==> src/rtl/wsb_pkg.sv <==
package wsb_pkg;

  typedef enum logic [1:0] {
    ST_IDLE = 2'd0,
    ST_BEAT = 2'd1,
    ST_DONE = 2'd2
  } seqState_t;

  // strobes from control to datapath
  typedef struct packed {
    logic load;     // latch a new request
    logic advance;  // current beat ends this cycle
  } seqStrobe_t;

  function automatic logic [2:0] sizeToBytes(input logic [1:0] code);
    case (code)
      2'd0:    sizeToBytes = 3'd1;
      2'd1:    sizeToBytes = 3'd2;
      default: sizeToBytes = 3'd4;
    endcase
  endfunction

endpackage

==> src/rtl/wsb_ctrl.sv <==
module wsb_ctrl
  import wsb_pkg::*;
#(
  parameter int WS_W  = 4,
  parameter int CNT_W = 8
) (
  input  logic             clk,
  input  logic             rstN,
  input  logic             reqValid,
  input  logic [WS_W-1:0]  waitStates,
  input  logic             isLast,
  output seqStrobe_t       strobes,
  output logic             busValid,
  output logic             reqReady,
  output logic             reqDone,
  output logic [CNT_W-1:0] cycleCount
);

  seqState_t        state;
  logic [WS_W-1:0]  wsLatched;
  logic [WS_W-1:0]  waitCnt;
  logic [CNT_W-1:0] cycCnt;
  logic             beatEnd;

  assign beatEnd = (state == ST_BEAT) && (waitCnt == wsLatched);

  always_comb begin
    strobes         = '0;
    strobes.load    = (state == ST_IDLE) && reqValid;
    strobes.advance = beatEnd;
  end

  always_ff @(posedge clk) begin
    if (!rstN) begin
      state     <= ST_IDLE;
      wsLatched <= '0;
      waitCnt   <= '0;
      cycCnt    <= '0;
    end else begin
      case (state)
        ST_IDLE: begin
          if (reqValid) begin
            state     <= ST_BEAT;
            wsLatched <= waitStates;
            waitCnt   <= '0;
            cycCnt    <= '0;
          end
        end
        ST_BEAT: begin
          cycCnt <= cycCnt + 1'b1;
          if (beatEnd) begin
            waitCnt <= '0;
            if (isLast) state <= ST_DONE;
          end else begin
            waitCnt <= waitCnt + 1'b1;
          end
        end
        ST_DONE: state <= ST_IDLE;
        default: state <= ST_IDLE;
      endcase
    end
  end

  assign busValid   = (state == ST_BEAT);
  assign reqReady   = (state == ST_IDLE);
  assign reqDone    = (state == ST_DONE);
  assign cycleCount = cycCnt;

endmodule

==> src/rtl/wsb_datapath.sv <==
module wsb_datapath
  import wsb_pkg::*;
#(
  parameter int ADDR_W = 16,
  parameter int DATA_W = 32,
  parameter int BUS_W  = 16
) (
  input  logic              clk,
  input  logic              rstN,
  input  seqStrobe_t        strobes,
  input  logic              busValid,
  input  logic              busWide,
  input  logic [ADDR_W-1:0] reqAddr,
  input  logic [1:0]        reqSize,
  input  logic              reqWrite,
  input  logic [DATA_W-1:0] reqWdata,
  input  logic [BUS_W-1:0]  busRdata,
  output logic              isLast,
  output logic [DATA_W-1:0] reqRdata,
  output logic              busWrite,
  output logic [ADDR_W-1:0] busAddr,
  output logic [1:0]        busStrb,
  output logic [BUS_W-1:0]  busWdata
);

  localparam int DATA_BYTES = DATA_W / 8;
  localparam int SH_W       = $clog2(DATA_W);

  logic [ADDR_W-1:0] curAddr;
  logic [2:0]        remBytes;
  logic [2:0]        offs;
  logic [DATA_W-1:0] wdataR;
  logic [DATA_W-1:0] rdataR;
  logic [DATA_W-1:0] rdNext;
  logic [DATA_W-1:0] wShift;
  logic              wideR;
  logic              writeR;
  logic              twoByte;
  logic              oddLane;
  logic [2:0]        beatBytes;
  logic [1:0]        laneStrb;
  logic [7:0]        rb0;
  logic [SH_W-1:0]   shAmt;

  assign twoByte   = wideR && !curAddr[0] && (remBytes >= 3'd2);
  assign oddLane   = wideR && curAddr[0];
  assign beatBytes = twoByte ? 3'd2 : 3'd1;
  assign isLast    = (remBytes == beatBytes);

  always_comb begin
    if (twoByte)      laneStrb = 2'b11;
    else if (oddLane) laneStrb = 2'b10;
    else              laneStrb = 2'b01;
  end

  // write lanes
  assign shAmt  = SH_W'({offs, 3'b000});
  assign wShift = wdataR >> shAmt;

  always_comb begin
    busWdata = '0;
    if (busValid) begin
      if (twoByte)      busWdata = {wShift[15:8], wShift[7:0]};
      else if (oddLane) busWdata = {wShift[7:0], 8'h00};
      else              busWdata = {8'h00, wShift[7:0]};
    end
  end

  // read assembly
  assign rb0 = oddLane ? busRdata[15:8] : busRdata[7:0];

  always_comb begin
    rdNext = rdataR;
    for (int i = 0; i < DATA_BYTES; i++) begin
      if (3'(i) == offs)
        rdNext[i*8 +: 8] = rb0;
      else if (twoByte && (3'(i) == offs + 3'd1))
        rdNext[i*8 +: 8] = busRdata[15:8];
    end
  end

  always_ff @(posedge clk) begin
    if (!rstN) begin
      curAddr  <= '0;
      remBytes <= '0;
      offs     <= '0;
      wdataR   <= '0;
      rdataR   <= '0;
      wideR    <= 1'b0;
      writeR   <= 1'b0;
    end else if (strobes.load) begin
      curAddr  <= reqAddr;
      remBytes <= sizeToBytes(reqSize);
      offs     <= '0;
      wdataR   <= reqWdata;
      rdataR   <= '0;
      wideR    <= busWide;
      writeR   <= reqWrite;
    end else if (strobes.advance) begin
      curAddr  <= curAddr + ADDR_W'(beatBytes);
      remBytes <= remBytes - beatBytes;
      offs     <= offs + beatBytes;
      if (!writeR) rdataR <= rdNext;
    end
  end

  assign reqRdata = rdataR;
  assign busWrite = writeR;
  assign busAddr  = curAddr;
  assign busStrb  = busValid ? laneStrb : 2'b00;

endmodule

==> src/rtl/wait_bus_seq.sv <==
module wait_bus_seq
  import wsb_pkg::*;
#(
  parameter int ADDR_W = 16,
  parameter int WS_W   = 4,
  parameter int CNT_W  = 8
) (
  input  logic              clk,
  input  logic              rstN,
  input  logic              busWide,
  input  logic [WS_W-1:0]   waitStates,
  input  logic              reqValid,
  input  logic [ADDR_W-1:0] reqAddr,
  input  logic [1:0]        reqSize,
  input  logic              reqWrite,
  input  logic [31:0]       reqWdata,
  output logic              reqReady,
  output logic              reqDone,
  output logic [31:0]       reqRdata,
  output logic              busValid,
  output logic              busWrite,
  output logic [ADDR_W-1:0] busAddr,
  output logic [1:0]        busStrb,
  output logic [15:0]       busWdata,
  input  logic [15:0]       busRdata,
  output logic [CNT_W-1:0]  cycleCount
);

  seqStrobe_t strobes;
  logic       isLast;

  wsb_ctrl #(.WS_W(WS_W), .CNT_W(CNT_W)) ctrl (
    .clk(clk), .rstN(rstN), .reqValid(reqValid), .waitStates(waitStates),
    .isLast(isLast), .strobes(strobes), .busValid(busValid),
    .reqReady(reqReady), .reqDone(reqDone), .cycleCount(cycleCount)
  );

  wsb_datapath #(.ADDR_W(ADDR_W), .DATA_W(32), .BUS_W(16)) dp (
    .clk(clk), .rstN(rstN), .strobes(strobes), .busValid(busValid),
    .busWide(busWide), .reqAddr(reqAddr), .reqSize(reqSize),
    .reqWrite(reqWrite), .reqWdata(reqWdata), .busRdata(busRdata),
    .isLast(isLast), .reqRdata(reqRdata), .busWrite(busWrite),
    .busAddr(busAddr), .busStrb(busStrb), .busWdata(busWdata)
  );

endmodule

==> config.mk <==
export PLATFORM = sky130hd
export DESIGN_NAME = wait_bus_seq
export DESIGN_NICKNAME = d
export VERILOG_FILES = /design/src/rtl/wsb_pkg.sv /design/src/rtl/wsb_ctrl.sv /design/src/rtl/wsb_datapath.sv /design/src/rtl/wait_bus_seq.sv
export SDC_FILE = /design/constraint.sdc
export NUM_CORES = 1
export LEC_CHECK = 0
export BUFFER_PORTS_ARGS = -buffer_cell sky130_fd_sc_hd__buf_4
export CELL_PAD_IN_SITES_DETAIL_PLACEMENT = 0
export CELL_PAD_IN_SITES_GLOBAL_PLACEMENT = 1
export CORE_MARGIN = 10
export CORE_UTILIZATION = 36
export DETAILED_ROUTE_END_ITERATION = 8
export PLACE_DENSITY_LB_ADDON = 0.15
export SYNTH_ARGS = -nofsm -noshare
export SYNTH_HDL_FRONTEND = slang
export SYNTH_HIERARCHICAL = 1
export SYNTH_SLANG_ARGS = --single-unit
==> constraint.sdc <==
create_clock -name clk -period 2.5 [get_ports clk]
set_input_delay 0.5 -clock clk [delete_from_list [all_inputs] [get_ports clk]]
set_output_delay 0.5 -clock clk [all_outputs]
set_load 0.02 [all_outputs]
After elaboration in Yosys (flattened, before gate mapping) --
Index checks and enable logic that the tools add are counted.
Storage, ports and cells: memories 0, register bits after elaboration 106, RAM bits 0, bits in latches 0, logic and storage cells 96, memory bits (read-only) 0, input port bits 75, output and inout port bits 78
Operators by class: multipliers 0, shifts and indexed selects 1, add/subtract/negate cells 6, bitwise logic cells 2, divide/modulo/power cells 0, multiplexer cells 30, $lt $le $gt $ge 1, reductions and logical operators 28, eq/ne operators 14
Operators by type and width (number):
- 16-bit 2-to-1 mux | 5
- 8-bit 2-to-1 mux | 10
- 32-bit by 5-bit >> shifter with 16-bit output | 1
- 16-bit by 3-bit adder with 16-bit output | 1
- 8-bit one-hot mux with 2 select lines | 1
- 3-bit AND reduction | 5
- 2-bit 2-to-1 mux | 7
- 2-bit by 3-bit equality test with 1-bit output, first input constant | 4
- 2-bit nonzero test | 6
- 1-bit logical AND | 9
- 8-bit by 1-bit adder with 8-bit output, second input constant | 1
- 4-bit 2-to-1 mux | 2
- 4-bit one-hot mux with 2 select lines | 1
- 1-bit by 3-bit equality test with 1-bit output, first input constant | 2
- 3-bit zero test | 2
- 3-bit 2-to-1 mux | 2
- 2-bit inequality test, second input constant | 3
- 3-bit one-hot mux with 2 select lines | 1
- 4-bit by 1-bit adder with 4-bit output, second input constant | 1
- 2-bit by 1-bit equality test with 1-bit output, second input constant | 2
- 4-bit equality test | 1
- 2-bit zero test | 2
- 2-bit one-hot mux with 2 select lines | 1
- 2-bit AND reduction | 2
- other kinds (9) | 10

Logic depth before layout (Yosys ltp) --
Gate-level depths: netlist (run 1).
depth in word-level cells 8, mapped depth 12, depth with buffers taken out 8

Hierarchy --
The synthesis (run 1) kept the hierarchy.
Modules (own cells, without submodules):
- wsb_datapath | area an instance 5151.2 um^2, sequential area each 1761.7 um^2, cells an instance 582, times used 1
- wsb_ctrl | area an instance 909.6 um^2, sequential area each 360.3 um^2, cells an instance 99, times used 1

Least setup slack after synthesis (run 1) --
OpenSTA, ideal clock, no wires.
path type register to register, from reg dp.curAddr[0], in the netlist dp/busAddr[0], to reg dp.curAddr[11], in the netlist dp/busAddr[11], buffers on the path 1, cell stages (with the launch flop) 10, data required time 2377 ps, arrival time 2516 ps, library setup time 123 ps, period minus slack after synthesis 2639 ps, slack -139 ps, cell sequence dfxtp_1 > and2b_2 > buf_2 > nand2_1 > inv_1 > ha_1 > a21oi_1 > or4_1 > nor3b_1 > a211oi_1
Between the ends: cells in the longest elaborated chain, start to end 7
RTL lines:
- start, declared | RTL line wsb_datapath.sv:29 | logic [ADDR_W-1:0] curAddr;
- start signal, assigned | RTL line wsb_datapath.sv:92 | curAddr <= reqAddr;
- start signal, assigned | RTL line wsb_datapath.sv:100 | curAddr <= curAddr + ADDR_W'(beatBytes);
- 1-bit zero test | RTL line wsb_datapath.sv:45 | assign twoByte = wideR && !curAddr[0] && (remBytes >= 3'd2);
- 1-bit logical AND (2 in series) | RTL line wsb_datapath.sv:45
- 2-bit 2-to-1 mux | RTL line wsb_datapath.sv:47 | assign beatBytes = twoByte ? 3'd2 : 3'd1;
- 16-bit by 3-bit adder with 16-bit output (*) | RTL line wsb_datapath.sv:100
- 16-bit 2-to-1 mux (*) | RTL line wsb_datapath.sv:99 | end else if (strobes.advance) begin
- 16-bit 2-to-1 mux (*) | RTL line wsb_datapath.sv:91 | end else if (strobes.load) begin
Mark *: on every way between the ends. The rest lies on a longest branch, timed or not. The select of a mux whose other input is x is not followed. A chain may end at the register's enable or synchronous reset.

Worst setup path after layout (run 1) --
from reg dp.offs[1], to out busWdata[11]
Between the ends: cells in the longest elaborated chain, start to end 4
RTL lines:
- start, declared | RTL line wsb_datapath.sv:31 | logic [2:0] offs;
- start signal, assigned | RTL line wsb_datapath.sv:102 | offs <= offs + beatBytes;
- 32-bit by 5-bit >> shifter with 16-bit output (*) | RTL line wsb_datapath.sv:58 | assign wShift = wdataR >> shAmt;
- 16-bit 2-to-1 mux | RTL line wsb_datapath.sv:64 | else if (oddLane) busWdata = {wShift[7:0], 8'h00};
- 16-bit 2-to-1 mux (*) | RTL line wsb_datapath.sv:63 | if (twoByte) busWdata = {wShift[15:8], wShift[7:0]};
- 16-bit 2-to-1 mux (*) | RTL line wsb_datapath.sv:62 | if (busValid) begin
- end, declared | RTL line wait_bus_seq.sv:24 | output logic [15:0] busWdata,
Mark *: on every way between the ends. The rest lies on a longest branch, timed or not.

==> results of run 1 <==
## layout make-up
type / instances / share of cell area, %
Multi-Input combinational cell: 505 / 46.2
Sequential cell: 106 / 27.1
Timing Repair Buffer: 189 / 19.0
Tap cell: 220 / 3.49
Clock buffer: 10 / 3.03
Inverter: 15 / 0.778
Clock inverter: 5 / 0.492
## report_power, final
group          total (uW)  internal (uW)  switching, uW
Sequential           1880           1790           93.0
Clock                1370            704            667
Combinational        1140            491            648
Total                4390           2980           1410
## timing repair
action | CTS | global route
setup buffers | 7 | 7
setup endpoints to repair | 7 | 18
endpoints found under the hold margin | 0 | 0
gates cloned | 0 | 1
pin swaps | 3 | 3
gates resized for setup | 12 | 12
## final timing paths
| check | end | from | depth (start not counted) | slack (ns) |
|---|---|---|---|---|
| worst max-delay path | busWdata[11] | dp/offs[1] | 6 | 0.04 |
| worst min-delay path | dp/busAddr[14] | reqAddr[14] | 3 | 0.39 |
| worst max register to register | dp/reqRdata[29] | ctrl/waitCnt[0] | 8 | 0.18 |
| worst min register to register | ctrl/wsLatched[1] | ctrl/wsLatched[1] | 2 | 0.48 |
## kinds of logic after synthesis
family | synth area share [%]
DFF | 35.0
and+or+nand+nor | 20.8
adders and majority gates | 2.31
xor gates and xnor gates | 2.46
buffers and inverters | 5.80
AOI/OAI and AO/OA | 24.1
muxes | 9.58
## synthesized netlist by cell type (3+ instances only)
library cell	count	area, um^2
a31oi_1	16	100
a2111o_1	24	270
and3_1	5	31.3
a211oi_1	19	143
nand3_1	20	100
buf_4	7	52.6
buf_2	10	50.1
a41oi_4	3	82.6
nand4_1	6	37.5
nand2_1	58	218
nand2b_1	13	81.3
nor4_1	10	62.6
buf_1	4	15.0
nor2_1	15	56.3
inv_1	13	48.8
o21ai_0	55	275
mux2i_1	58	581
dfxtp_1	106	2120
xor2_1	10	87.6
nor3b_1	5	37.5
clkbuf_1	28	105
nor3_1	5	25.0
xnor2_1	7	61.3
buf_6	6	67.6
a21oi_1	36	180
nand3b_1	10	75.1
and2_1	3	18.8
ha_1	8	100
or4_1	3	22.5
nor2b_1	46	288
o211ai_1	27	203
## worst register-to-register path: stages (launching register included)
cell      delay (ns)
dfxtp_1         0.42
xor2_1          0.26
nor4_4          0.09
and2_2          0.27
buf_4           0.21
nand2b_2        0.08
buf_4           0.46
o21ai_0         0.22
a31oi_1         0.23
## registers in the layout, summed over array words and instances, names as in the netlist, 3 cells and up
register / count
ctrl/wsLatched: 4
ctrl/waitCnt: 4
ctrl/cycleCount: 8
dp/offs: 3
dp/busAddr: 16
dp/reqRdata: 32
dp/wdataR: 32
dp/remBytes: 3
## stage by stage
step	instance area, um^2	power [uW]	utilization (%)
2_1_floorplan	6060	2600	-
3_3_place_gp	7400	2960	44.8
3_5_place_dp	7400	2980	44.8
4_1_cts	7760	4400	47.0
5_1_grt	7880	4610	47.7
6_report	7880	4390	47.7
## routing by layer
metal	part of all wire [%]	GRT usage [%]
met2	47	25.3
met1	45	21.4
met5	0	0
met3	6.5	4.17
met4	1.2	5.05
==> impl_metrics.env, run 1 <==
export IMPL_outcome="complete, no violations"
export IMPL_finClkSkew_ns=0.00990
export IMPL_seq_area_mm2=0.00213
export IMPL_critical_path_max_stage_delay_ns=0.46
export IMPL_worstPathRequired_ns=2.00
export IMPL_setup_viol_count_final=0
export IMPL_fp_dieH_um=150
export IMPL_synth_seq_area_share_pct=35.0
export IMPL_power_leakage_uw=0.00310
export IMPL_dp_hpwl_um=13700
export IMPL_timing_worst_slew_pin_value_ns=0.659
export IMPL_crit_top_cell="a21oi_1"
export IMPL_drt_iter0_markers=333
export IMPL_cp_slowest_cell="mux2i_1"
export IMPL_hold_ws_ns=0.391
export IMPL_critPathCaptureType="output pin"
export IMPL_grt_pass1_vias=5504
export IMPL_cts_num_sinks=106
export IMPL_fill_cells=1629
export IMPL_hold_class="input pin to flip-flop"
export IMPL_cts_hold_buf=0
export IMPL_ir_worst_vdd_uv=357
export IMPL_maxCapViolations=0
export IMPL_chipWidth_um=150
export IMPL_power_density_mw_per_mm2=557
export IMPL_n_antenna_cell=0
export IMPL_dr_pass1_iters=5
export IMPL_root_buffer="clkbuf_16"
export IMPL_relSlewSlack_pct=56.0
export IMPL_vias_per_cell=5.46
export IMPL_wirelength_um=19000
export IMPL_initial_utilization_pct=36.7
export IMPL_layout_drive_gt1_share_pct=28.6
export IMPL_fin_setup_tns_ns=0
export IMPL_cp_max_fo=16
export IMPL_synth_main_ff_cell="dfxtp_1"
export IMPL_cts_buffers=9
export IMPL_layout_setup_ws_ns=0.0405
export IMPL_vias=5733
export IMPL_ant_nets=0
export IMPL_worstPathArrival_ns=1.96
export IMPL_dieArea_mm2=0.0224
export IMPL_cts_tree="yes"
export IMPL_multiInputGateArea_mm2=0.00364
export IMPL_synthCells=681
export IMPL_final_hold_violation_count=0
export IMPL_syn_nets=766
export IMPL_yosysUniqueCellTypes=68
export IMPL_dp_cells=1020
export IMPL_path_class="flip-flop to output pin"
export IMPL_timing_final_crit_period_ns=2.46
export IMPL_final_cell_count_no_fill=1050
export IMPL_max_freq_mhz=407
export IMPL_io_buffers=152
export IMPL_grt_pass1_wl_um=29600
export IMPL_cp_top_family="multiplexers"
export IMPL_clock_latency_ns=0.35
export IMPL_drc=0
export IMPL_track_usage_pct=16.2
export IMPL_fin_nets=911
export IMPL_clockBufferDepth=2
export IMPL_grt_max_degree=57
export IMPL_core_region_area_mm2=0.0165
export IMPL_grt_overflow_total=0
export IMPL_routedWlPerCell_um=18.1
export IMPL_synth_yosys_warnings=6
export IMPL_start_kind="flip-flop"
export IMPL_place_ws_ns=0.113
export IMPL_rsz0062_at_grt="true"
export IMPL_synth_edf_count=0
export IMPL_syn_cell_area_mm2=0.00606
export IMPL_synth_async_sr_flop_share_pct=0
export IMPL_cp_buffers_inverters=2
export IMPL_slew_violations=0
export IMPL_gp_congestion=0.850
export IMPL_antenna_found_initial=0
export IMPL_syn_area_per_cell_um2=8.90
export IMPL_layout_cells_most_common_list="182 x buf_4, 102 x dfxtp_1, 58 x mux2i_1, 57 x nand2_1, 54 x o21ai_0"
export IMPL_synth_seq_cells=106
export IMPL_path_cells="buf_12 -> mux2i_1 -> a21oi_1 -> a21oi_1 -> a31oi_1 -> buf_4"
export IMPL_layout_commonest_cell="buf_4"
export IMPL_pin_count=153
export IMPL_htreeDepth=3
export IMPL_cts_reportedPaths_clkPinSlew_ns=0.07
export IMPL_area_growth_pct=30.0
export IMPL_fin_crit_sh_pct=98.4
export IMPL_row_count=47
No activity file was read; power rests on OpenSTA's default activity.
==> run 2: changes to the inputs <==
--- a/config.mk
+++ b/config.mk
@@ -12,6 +12,7 @@
 export CORE_UTILIZATION = 36
 export DETAILED_ROUTE_END_ITERATION = 8
 export PLACE_DENSITY_LB_ADDON = 0.15
+export RECOVER_POWER = 100
 export SYNTH_ARGS = -nofsm -noshare
 export SYNTH_HDL_FRONTEND = slang
 export SYNTH_HIERARCHICAL = 1
==> impl_metrics.env, run 2 (synthesized netlist as in run 1, its figures left out) <==
export IMPL_fp_dieH_um=150
export IMPL_critical_path_max_stage_delay_ns=0.47
export IMPL_r2r_start="ctrl/waitCnt[0]"
export IMPL_cp_buffers_inverters=2
export IMPL_setup_viol_count_final=0
export IMPL_relSlewSlack_pct=57.0
export IMPL_dr_pass1_iters=5
export IMPL_cp_slowest_cell="mux2i_1"
export IMPL_power_leakage_uw=0.00287
export IMPL_ant_nets=0
export IMPL_cts_buffers=9
export IMPL_dieArea_mm2=0.0224
export IMPL_ir_worst_vdd_uv=357
export IMPL_pin_count=153
export IMPL_clock_latency_ns=0.35
export IMPL_max_freq_mhz=406
export IMPL_swShare_pct=32.2
export IMPL_core_region_area_mm2=0.0165
export IMPL_r2r_end="dp/reqRdata[29]"
export IMPL_area_growth_pct=26.7
export IMPL_vias_per_cell=5.42
export IMPL_fill_cells=1673
export IMPL_track_usage_pct=16.2
export IMPL_reg2regPathDepth=8
export IMPL_combPwrFrac_pct=25.4
export IMPL_multiInputGateArea_mm2=0.00364
export IMPL_final_hold_violation_count=0
export IMPL_layout_cells_most_common_list="128 x buf_4, 102 x dfxtp_1, 58 x mux2i_1, 57 x nand2_1"
export IMPL_grt_pass1_wl_um=29600
export IMPL_holdPathStages=3
export IMPL_row_count=47
export IMPL_fin_crit_sh_pct=98.5
export IMPL_grt_overflow_total=0
export IMPL_drt_iter0_markers=334
export IMPL_power_frac_seq_pct=43.1
export IMPL_initial_utilization_pct=36.7
export IMPL_p_sw_uw=1400
export IMPL_vias=5689
export IMPL_grt_pass1_vias=5504
export IMPL_root_buffer="clkbuf_16"
export IMPL_cts_tree="yes"
export IMPL_cts_reportedPaths_clkPinSlew_ns=0.07
export IMPL_worstPathRequired_ns=2.00
export IMPL_total_power_uw=4350
export IMPL_timing_worst_slew_pin_value_ns=0.644
export IMPL_rsz0062_at_grt="true"
export IMPL_hold_class="input pin to flip-flop"
export IMPL_slew_violations=0
export IMPL_layout_drive_gt1_share_pct=22.0
export IMPL_antenna_found_initial=0
export IMPL_start_kind="flip-flop"
export IMPL_n_antenna_cell=0
export IMPL_layout_setup_ws_ns=0.0376
export IMPL_clkPwrFrac_pct=31.5
export IMPL_min_to="dp/busAddr[14]"
export IMPL_cts_hold_buf=0
export IMPL_chipWidth_um=150
export IMPL_maxCapViolations=0
export IMPL_htreeDepth=3
export IMPL_place_ws_ns=0.113
export IMPL_grt_max_degree=57
export IMPL_routedWlPerCell_um=18.0
export IMPL_crit_top_cell="a21oi_1"
export IMPL_drc=0
export IMPL_power_density_mw_per_mm2=567
export IMPL_dp_hpwl_um=13700
export IMPL_critPathCaptureType="output pin"
export IMPL_timing_final_crit_period_ns=2.46
export IMPL_cts_num_sinks=106
export IMPL_cp_max_fo=16
export IMPL_worstPathArrival_ns=1.96
export IMPL_gp_congestion=0.850
export IMPL_path_cells="buf_12 -> mux2i_1 -> a21oi_1 -> a21oi_1 -> a31oi_1 -> buf_4"
export IMPL_finClkSkew_ns=0.0101
export IMPL_io_buffers=152
export IMPL_intPower_uw=2950
export IMPL_fin_nets=911
export IMPL_wirelength_um=18900
export IMPL_clockBufferDepth=2
export IMPL_cp_top_family="multiplexers"
export IMPL_outcome="complete, no violations"
export IMPL_seq_area_mm2=0.00213
export IMPL_hold_start="reqAddr[14]"
export IMPL_path_class="flip-flop to output pin"
export IMPL_rrSetupSlack_ns=0.18
export IMPL_layout_commonest_cell="buf_4"
==> run 2: worst max path at each step <==
| stage | from | end | cells after the start |
|---|---|---|---|
| CTS | dp/offs[1] | busWdata[9] | 6 |
| detailed placement | reqValid | dp/reqRdata[29] | 6 |
| finish | dp/offs[1] | busWdata[11] | 6 |
| global route | dp/busAddr[0] | busWdata[13] | 7 |
| global placement | dp/busAddr[0] | busWdata[13] | 6 |
| floorplan | dp/busAddr[0] | dp/busAddr[11] | 9 |
==> run 2: stage by stage <==
step                cell area [um^2]  utilization (%)  cells  setup TNS [ns]  hold WS [ns]
floorplan                       6060                -    681               0         0.448
detailed placement              7400             44.8   1020               0         0.470
global route                    7680             46.5   1050         -0.0241         0.391
global placement                7400             44.8   1020               0         0.467
finish                          7680             46.5   1050               0         0.392
CTS                             7760             47.0   1042               0         0.375
==> run 2: area by class of cell <==
class / instances / share of cell area (%)
Inverter: 15 / 0.799
Timing Repair Buffer: 189 / 16.8
Clock buffer: 10 / 3.11
Multi-Input combinational cell: 505 / 47.4
Tap cell: 220 / 3.59
Sequential cell: 106 / 27.8
Clock inverter: 5 / 0.505
==> run 2: power by group through the flow <==
stage	Combinational, uW	Sequential [uW]	Clock [uW]
2_1_floorplan	663	1940	0
3_3_place_gp	1050	1910	0
3_5_place_dp	1060	1910	0
4_1_cts	1110	1880	1420
5_1_grt	1220	1890	1470
6_report	1110	1880	1370
==> run 2: repair_timing <==
item,in CTS,in global routing
cloned,0,1
setup endpoints to repair,7,18
resized for setup,12,12
setup buffers,7,7
pin swaps,3,3
==> run 2: worst register-to-register path, cell delays in order, from the launching register on <==
cell      delay, ns
dfxtp_1        0.41
xor2_1         0.26
nor4_4         0.09
and2_2         0.27
buf_4          0.21
nand2b_2       0.08
buf_4          0.45
o21ai_0        0.23
a31oi_1        0.23
==> run 2: per-layer routing <==
metal / GRT usage (%) / routed length (um)
met1: 21.4 / 8570
met2: 25.3 / 8940
met3: 4.17 / 1170
met4: 5.05 / 222
met5: 0 / 0
